[src/rtl/xlat_store_pkg.sv]
package xlat_store_pkg;

  // Width of an index that selects one of n items (at least one bit).
  function automatic int unsigned sel_bits(input int unsigned n);
    return (n <= 1) ? 1 : $clog2(n);
  endfunction

  // Number of rows each bank holds.
  function automatic int unsigned rows_per_bank(input int unsigned entries,
                                                input int unsigned banks);
    return entries / banks;
  endfunction

endpackage

[src/rtl/xlat_store_bank.sv]
module xlat_store_bank #(
  parameter int unsigned ROWS   = 8,
  parameter int unsigned ROW_W  = 3,
  parameter int unsigned DATA_W = 32
) (
  input  logic              clk,
  input  logic              rst_n,
  input  logic              wr_hit,
  input  logic [ROW_W-1:0]  wr_row,
  input  logic [DATA_W-1:0] wr_data,
  input  logic [ROW_W-1:0]  rd_row,
  input  logic              rd_load,
  output logic [DATA_W-1:0] rd_q,
  output logic              bypass_o
);

  logic [DATA_W-1:0] mem [ROWS];
  logic [DATA_W-1:0] rd_word;

  // Same-cycle write to the looked-up row wins over the stored word.
  always_comb begin
    bypass_o = wr_hit && (wr_row == rd_row);
    rd_word  = bypass_o ? wr_data : mem[rd_row];
  end

  always_ff @(posedge clk or negedge rst_n) begin
    if (!rst_n) begin
      for (int r = 0; r < ROWS; r++) mem[r] <= '0;
    end else if (wr_hit) begin
      mem[wr_row] <= wr_data;
    end
  end

  // Per-bank result register, loaded only on a read.
  always_ff @(posedge clk or negedge rst_n) begin
    if (!rst_n)       rd_q <= '0;
    else if (rd_load) rd_q <= rd_word;
  end

endmodule

[src/rtl/xlat_store_fanout.sv]
module xlat_store_fanout #(
  parameter int unsigned BANKS  = 4,
  parameter int unsigned BANK_W = 2,
  parameter int unsigned DATA_W = 32,
  parameter int unsigned COPIES = 3
) (
  input  logic [BANKS*DATA_W-1:0]  bank_q,
  input  logic [BANK_W-1:0]        sel,
  output logic [COPIES*DATA_W-1:0] dup
);

  logic [DATA_W-1:0] bank_arr [BANKS];
  logic [DATA_W-1:0] chosen;

  for (genvar b = 0; b < BANKS; b++) begin : g_unpack
    assign bank_arr[b] = bank_q[b*DATA_W +: DATA_W];
  end

  assign chosen = bank_arr[sel];

  for (genvar k = 0; k < COPIES; k++) begin : g_copy
    assign dup[k*DATA_W +: DATA_W] = chosen;
  end

endmodule

[src/rtl/xlat_bank_store.sv]
module xlat_bank_store
  import xlat_store_pkg::*;
#(
  parameter int unsigned NUM_ENTRIES = 32,
  parameter int unsigned NUM_BANKS   = 4,
  parameter int unsigned PN_W        = 24,
  parameter int unsigned PERM_W      = 8,
  parameter int unsigned NUM_COPIES  = 3,
  localparam int unsigned IDX_W      = sel_bits(NUM_ENTRIES),
  localparam int unsigned BANK_W     = sel_bits(NUM_BANKS),
  localparam int unsigned ROWS       = rows_per_bank(NUM_ENTRIES, NUM_BANKS),
  localparam int unsigned ROW_W      = IDX_W - BANK_W,
  localparam int unsigned DATA_W     = PN_W + PERM_W
) (
  input  logic                         clk,
  input  logic                         rst_n,
  input  logic                         rd_en,
  input  logic [IDX_W-1:0]             rd_idx,
  input  logic                         wr_en,
  input  logic [IDX_W-1:0]             wr_idx,
  input  logic [PN_W-1:0]              wr_ppn,
  input  logic [PERM_W-1:0]            wr_perm,
  output logic                         rsp_valid,
  output logic [NUM_COPIES*PN_W-1:0]   rsp_ppn,
  output logic [NUM_COPIES*PERM_W-1:0] rsp_perm
);

  function automatic logic [BANK_W-1:0] bank_of(input logic [IDX_W-1:0] idx);
    return idx[IDX_W-1 -: BANK_W];
  endfunction

  function automatic logic [ROW_W-1:0] row_of(input logic [IDX_W-1:0] idx);
    return idx[ROW_W-1:0];
  endfunction

  logic [BANK_W-1:0]            wr_bank;
  logic [BANK_W-1:0]            rd_bank;
  logic [ROW_W-1:0]             wr_row;
  logic [ROW_W-1:0]             rd_row;
  logic [DATA_W-1:0]            wr_word;
  logic [NUM_BANKS-1:0]         wr_bank_hit;
  logic [NUM_BANKS-1:0]         bypass_vec;
  logic [NUM_BANKS*DATA_W-1:0]  bank_q;
  logic [NUM_COPIES*DATA_W-1:0] dup;
  logic [BANK_W-1:0]            rd_bank_q;
  logic                         valid_q;

  assign wr_bank = bank_of(wr_idx);
  assign rd_bank = bank_of(rd_idx);
  assign wr_row  = row_of(wr_idx);
  assign rd_row  = row_of(rd_idx);
  assign wr_word = {wr_ppn, wr_perm};

  for (genvar b = 0; b < NUM_BANKS; b++) begin : g_bank
    assign wr_bank_hit[b] = wr_en && (wr_bank == BANK_W'(b));

    xlat_store_bank #(
      .ROWS   (ROWS),
      .ROW_W  (ROW_W),
      .DATA_W (DATA_W)
    ) bank_i (
      .clk      (clk),
      .rst_n    (rst_n),
      .wr_hit   (wr_bank_hit[b]),
      .wr_row   (wr_row),
      .wr_data  (wr_word),
      .rd_row   (rd_row),
      .rd_load  (rd_en),
      .rd_q     (bank_q[b*DATA_W +: DATA_W]),
      .bypass_o (bypass_vec[b])
    );
  end

  // Bank select travels with the data so the late mux uses the read-cycle index.
  always_ff @(posedge clk or negedge rst_n) begin
    if (!rst_n) begin
      rd_bank_q <= '0;
      valid_q   <= 1'b0;
    end else begin
      valid_q <= rd_en;
      if (rd_en) rd_bank_q <= rd_bank;
    end
  end

  xlat_store_fanout #(
    .BANKS  (NUM_BANKS),
    .BANK_W (BANK_W),
    .DATA_W (DATA_W),
    .COPIES (NUM_COPIES)
  ) fanout_i (
    .bank_q (bank_q),
    .sel    (rd_bank_q),
    .dup    (dup)
  );

  for (genvar k = 0; k < NUM_COPIES; k++) begin : g_split
    assign rsp_ppn[k*PN_W +: PN_W]      = dup[k*DATA_W + PERM_W +: PN_W];
    assign rsp_perm[k*PERM_W +: PERM_W] = dup[k*DATA_W +: PERM_W];
  end

  assign rsp_valid = valid_q;

endmodule

[config.mk]
export PLATFORM = sky130hd
export DESIGN_NAME = xlat_bank_store
export DESIGN_NICKNAME = d
export VERILOG_FILES = /design/src/rtl/xlat_store_pkg.sv /design/src/rtl/xlat_store_bank.sv /design/src/rtl/xlat_store_fanout.sv /design/src/rtl/xlat_bank_store.sv
export SDC_FILE = /design/constraint.sdc
export NUM_CORES = 2
export LEC_CHECK = 0
export ABC_AREA = 1
export BUFFER_PORTS_ARGS = -buffer_cell sky130_fd_sc_hd__buf_2
export CAP_MARGIN = 20
export CELL_PAD_IN_SITES_DETAIL_PLACEMENT = 1
export CELL_PAD_IN_SITES_GLOBAL_PLACEMENT = 2
export CORE_AREA = 2 2 375 377
export DETAILED_ROUTE_END_ITERATION = 7
export DIE_AREA = 0 0 377 379
export PLACE_DENSITY = 0.95
export SLEW_MARGIN = 25
export SYNTH_ARGS = -nofsm -noshare
export SYNTH_HDL_FRONTEND = slang
export SYNTH_SLANG_ARGS = --single-unit
export TNS_END_PERCENT = 20
[constraint.sdc]
create_clock -name clk -period 3.82 [get_ports clk]
set_input_delay 0.764 -clock clk [delete_from_list [all_inputs] [get_ports clk]]
set_output_delay 0.764 -clock clk [all_outputs]
set_load 0.01 [all_outputs]
==> impl_results.rst <==
.. list-table::
   :header-rows: 1

   * - Metric
     - Value
   * - Layout Skew
     - 0.0231 ns
   * - Remaining global-route overflow
     - 0
   * - Synth area leader
     - sky130_fd_sc_hd__dfrtp_1
   * - Critical path cell sequence
     - inv_1 -> buf_4 -> o21ai_0 -> o22ai_1 -> buf_2
   * - Buffers & Inverters on Critical Path
     - 3
   * - Share of the synthesized area in the top cell type
     - ~52%
   * - Avg Cell Area, Syn
     - 7.57 um2
   * - Number of cell rows
     - 137
   * - Post-layout minimum cycle time
     - ~3.6 ns
   * - Clock transition at the register clock pins on the worst setup and hold paths after CTS
     - ~0.06 ns
   * - Overall routing resource usage
     - 28.9%
   * - Count of synthesis-stage warnings from yosys
     - 0
   * - Worst vdd rail ir drop
     - 506 uV
   * - Actual transition at the worst max-transition pin
     - a little over 1 ns
   * - RSZ-0062 raised after global routing
     - no
   * - Detailed Route WL
     - ~210000 um
   * - Floorplan die height
     - 379 um
   * - Wire length of the first global-routing pass
     - roughly 320000 um
   * - Leakage
     - 30.5 nW
   * - Total Power
     - between 30 and 40 mW
   * - Number of nets with antenna violations after detailed routing
     - 0
   * - Worst rel slew slack
     - 30.6%
   * - TritonCTS Buffers
     - roughly 130
   * - Final Instance Area
     - 0.0618 mm2
   * - Maximum clock path buffer count
     - 3
   * - Area growth syn-to-layout
     - 11.8%
   * - Final total negative setup slack
     - 0 ns
   * - Area after DPL
     - roughly 0.057 mm2
   * - Wire length per cell
     - ~23 um
   * - Largest stage delay on the critical path
     - between 0.6 and 0.7 ns
   * - Cell family with the largest share of critical-path delay
     - buffers and inverters
   * - Number of flops mapped to enable cells by yosys
     - 0
   * - Dominant register cell in the synthesized netlist
     - sky130_fd_sc_hd__dfrtp_1
   * - Fraction of registers with async set or reset after synthesis
     - between 90% and 100%
   * - Final hold violation count
     - 0
   * - Flip-flop and latch area
     - between 0.02 and 0.03 mm2
   * - DRC
     - 0
   * - Slowest stage cell on the critical path
     - sky130_fd_sc_hd__dfrtp_1
   * - Filler instances
     - between 15000 and 20000
   * - Distinct cells, synth
     - 20
   * - First DRT Iteration DRCs
     - 4535
   * - Starting utilization of the core area
     - 39.8%
   * - Final Cycle Share
     - approximately 95%
   * - Worst Path Class, Setup
     - reg2out
   * - Mapped cell area
     - 0.0552 mm2
   * - Via count of the first global-routing pass
     - 51700
   * - Clock Sink Count
     - 1155
   * - Routability Congestion
     - around 0.89
   * - Hold WS
     - about 0.22 ns
   * - Main area contributors after synthesis
     - sky130_fd_sc_hd__dfrtp_1 (52%), sky130_fd_sc_hd__nand2_1 (17%), sky130_fd_sc_hd__o21ai_0 (8.7%)
   * - Result of the run
     - complete, no violations
   * - Library cell used as clock root buffer
     - sky130_fd_sc_hd__clkbuf_16
   * - Antenna violations before repair
     - 10
   * - Number of top-level pins
     - 143
   * - Leading cell types in the layout, fill and taps excluded
     - sky130_fd_sc_hd__nand2_1 (2425), sky130_fd_sc_hd__dfrtp_1 (1154), sky130_fd_sc_hd__o21ai_0 (965), sky130_fd_sc_hd__nand3_1 (943), sky130_fd_sc_hd__inv_1 (677)
   * - Final Slew Violations
     - 0
   * - Half-perimeter wire length after detailed placement
     - approximately 120000 um
   * - Max Fclk
     - roughly 280 MHz
   * - Number of detailed-route iterations in the first pass
     - 5
   * - Count of max-cap constraint violations
     - 0
   * - Largest net degree at the start of global routing
     - 130
   * - Total number of vias
     - 50400
   * - Nets@finish
     - 7120
   * - Die Wd
     - ~380 um
   * - Fraction of layout instances using a drive strength above 1
     - under 10%
   * - Post-Synthesis Cells
     - approximately 7300
   * - Core area
     - around 0.14 mm2
   * - Total of endpoints with negative setup slack in the final report
     - 0
   * - Worst-Skew Late Latency
     - 0.78 ns
   * - Largest fanout on the critical path
     - 24
   * - Buffer count from post-CTS setup fixing
     - 0
   * - Hold Path Class
     - in2reg
   * - Crit path launch type
     - register
   * - Combined area of the multi-input logic cells
     - between 0.02 and 0.025 mm2
   * - Post-DR vias/cell
     - 5.61
   * - Full die area
     - 0.143 mm2
   * - Count of state elements after synthesis
     - ~1200
   * - CP arrival
     - between 2 and 3 ns
   * - Clock tree from TritonCTS
     - done
   * - Syn_nets
     - approximately 7300
   * - Depth of the CTS H-tree
     - 4
   * - Port buffer count
     - 142
   * - Pwr Density
     - between 500 and 600 mW/mm2
   * - Seq/Total Area, Yosys
     - 52.3%
   * - Leading cell type in the layout, fill and taps excluded
     - sky130_fd_sc_hd__nand2_1
   * - Worst Setup End Kind
     - output pin
   * - Required time at the worst-slack endpoint
     - between 3 and 4 ns
worst min-delay path, stage by stage:
cell and delay [ns]:
sky130_fd_sc_hd__buf_2 0.08, sky130_fd_sc_hd__nand2_1 0.05, sky130_fd_sc_hd__o21ai_0 0.06
Yosys cell counts, types with 2 or more instances:
cell type,number
sky130_fd_sc_hd__o22ai_1,32
sky130_fd_sc_hd__inv_2,4
sky130_fd_sc_hd__nor2_1,119
sky130_fd_sc_hd__a21oi_1,50
sky130_fd_sc_hd__nand2_1,2455
sky130_fd_sc_hd__inv_1,689
sky130_fd_sc_hd__buf_1,15
sky130_fd_sc_hd__buf_2,22
sky130_fd_sc_hd__nor4_4,2
sky130_fd_sc_hd__buf_4,64
sky130_fd_sc_hd__clkbuf_1,563
sky130_fd_sc_hd__o21ai_0,965
sky130_fd_sc_hd__dfrtp_1,1155
sky130_fd_sc_hd__nand3_1,943
sky130_fd_sc_hd__nor3_1,8
sky130_fd_sc_hd__o21ai_1,75
sky130_fd_sc_hd__nand4_1,132
kinds of logic (layout without fill, tap and decap cells):
kind of cell | after synthesis | in the layout | share of synthesized area, %
flip-flops | 1155 | 1155 | 52.3
XOR/XNOR | 2 | 2 | 0.0317
AND/OR/NAND/NOR | 3660 | 3660 | 27.7
buffers and inverters | 1357 | 1237 | 9.71
AO/OA/AOI/OAI | 1122 | 1122 | 10.2
other | 0 | 3 | 0
worst paths after layout:
check / slack (ns) / start / end / cells past startpoint
max: 0.21 / rd_bank_q[1] / rsp_ppn[31] / 5
min: 0.22 / rd_idx[3] / rd_bank_q[0] / 3
max reg2reg: 2.32 / g_bank[0].bank_i.mem[95] / g_bank[0].bank_i.rd_q[31] / 8
min reg2reg: 0.47 / g_bank[2].bank_i.rd_q[25] / g_bank[2].bank_i.rd_q[25] / 2
max in group asynchronous: 2.09 / rst_n / g_bank[1].bank_i.mem[116] / 3
min in group asynchronous: 0.52 / rst_n / g_bank[3].bank_i.rd_q[8] / 2
power breakdown:
group / switching [mW] / internal, mW
clock: 5.34 / 7.54
sequential: 1.24 / 14.5
combinational: 3.96 / 2.05
timing repair:
item,CTS,global route
hold endpoints to repair,38,0
resized for setup,0,1
hold buffers,1,0
setup endpoints to repair,0,3
layout make-up:
cell class | count | area share (%)
Antenna cell | 3 | 0.0122
Clock buffer | 193 | 6.29
Clock inverter | 43 | 0.747
Inverter | 693 | 4.25
Multi-Input combinational cell | 4784 | 34.2
Sequential cell | 1155 | 46.8
Tap cell | 1807 | 3.66
Timing Repair Buffer | 308 | 4.09
metrics by stage:
| step | setup slack (ns) | util [%] | std cells |
|---|---|---|---|
| detailed placement | 0.600 | 41.3 | 8746 |
| CTS | 0.190 | 44.5 | 8983 |
| finish | 0.207 | 44.5 | 8986 |
| global placement | 0.712 | 41.3 | 8746 |
| global route | 0.133 | 44.5 | 8984 |
| floorplan | 1.37 | - | 7296 |
registers in the layout, summed over array words and instances, names as in the netlist:
| name | count |
|---|---|
| g_bank.bank_i.rd_q | 128 |
| rsp_valid | 1 |
| rd_bank_q | 2 |
| g_bank.bank_i.mem | 1024 |
routing by layer:
metal  GRT usage (%)  vias to the layer above  part of all wire, %
li1                -                    22700                    -
met1            37.7                    25600                   42
met2            47.6                     1638                   47
met3            4.88                      450                  6.4
met4            11.9                       12                  4.0
met5               0                        -                0.039
(Power assumes the default switching activity.)
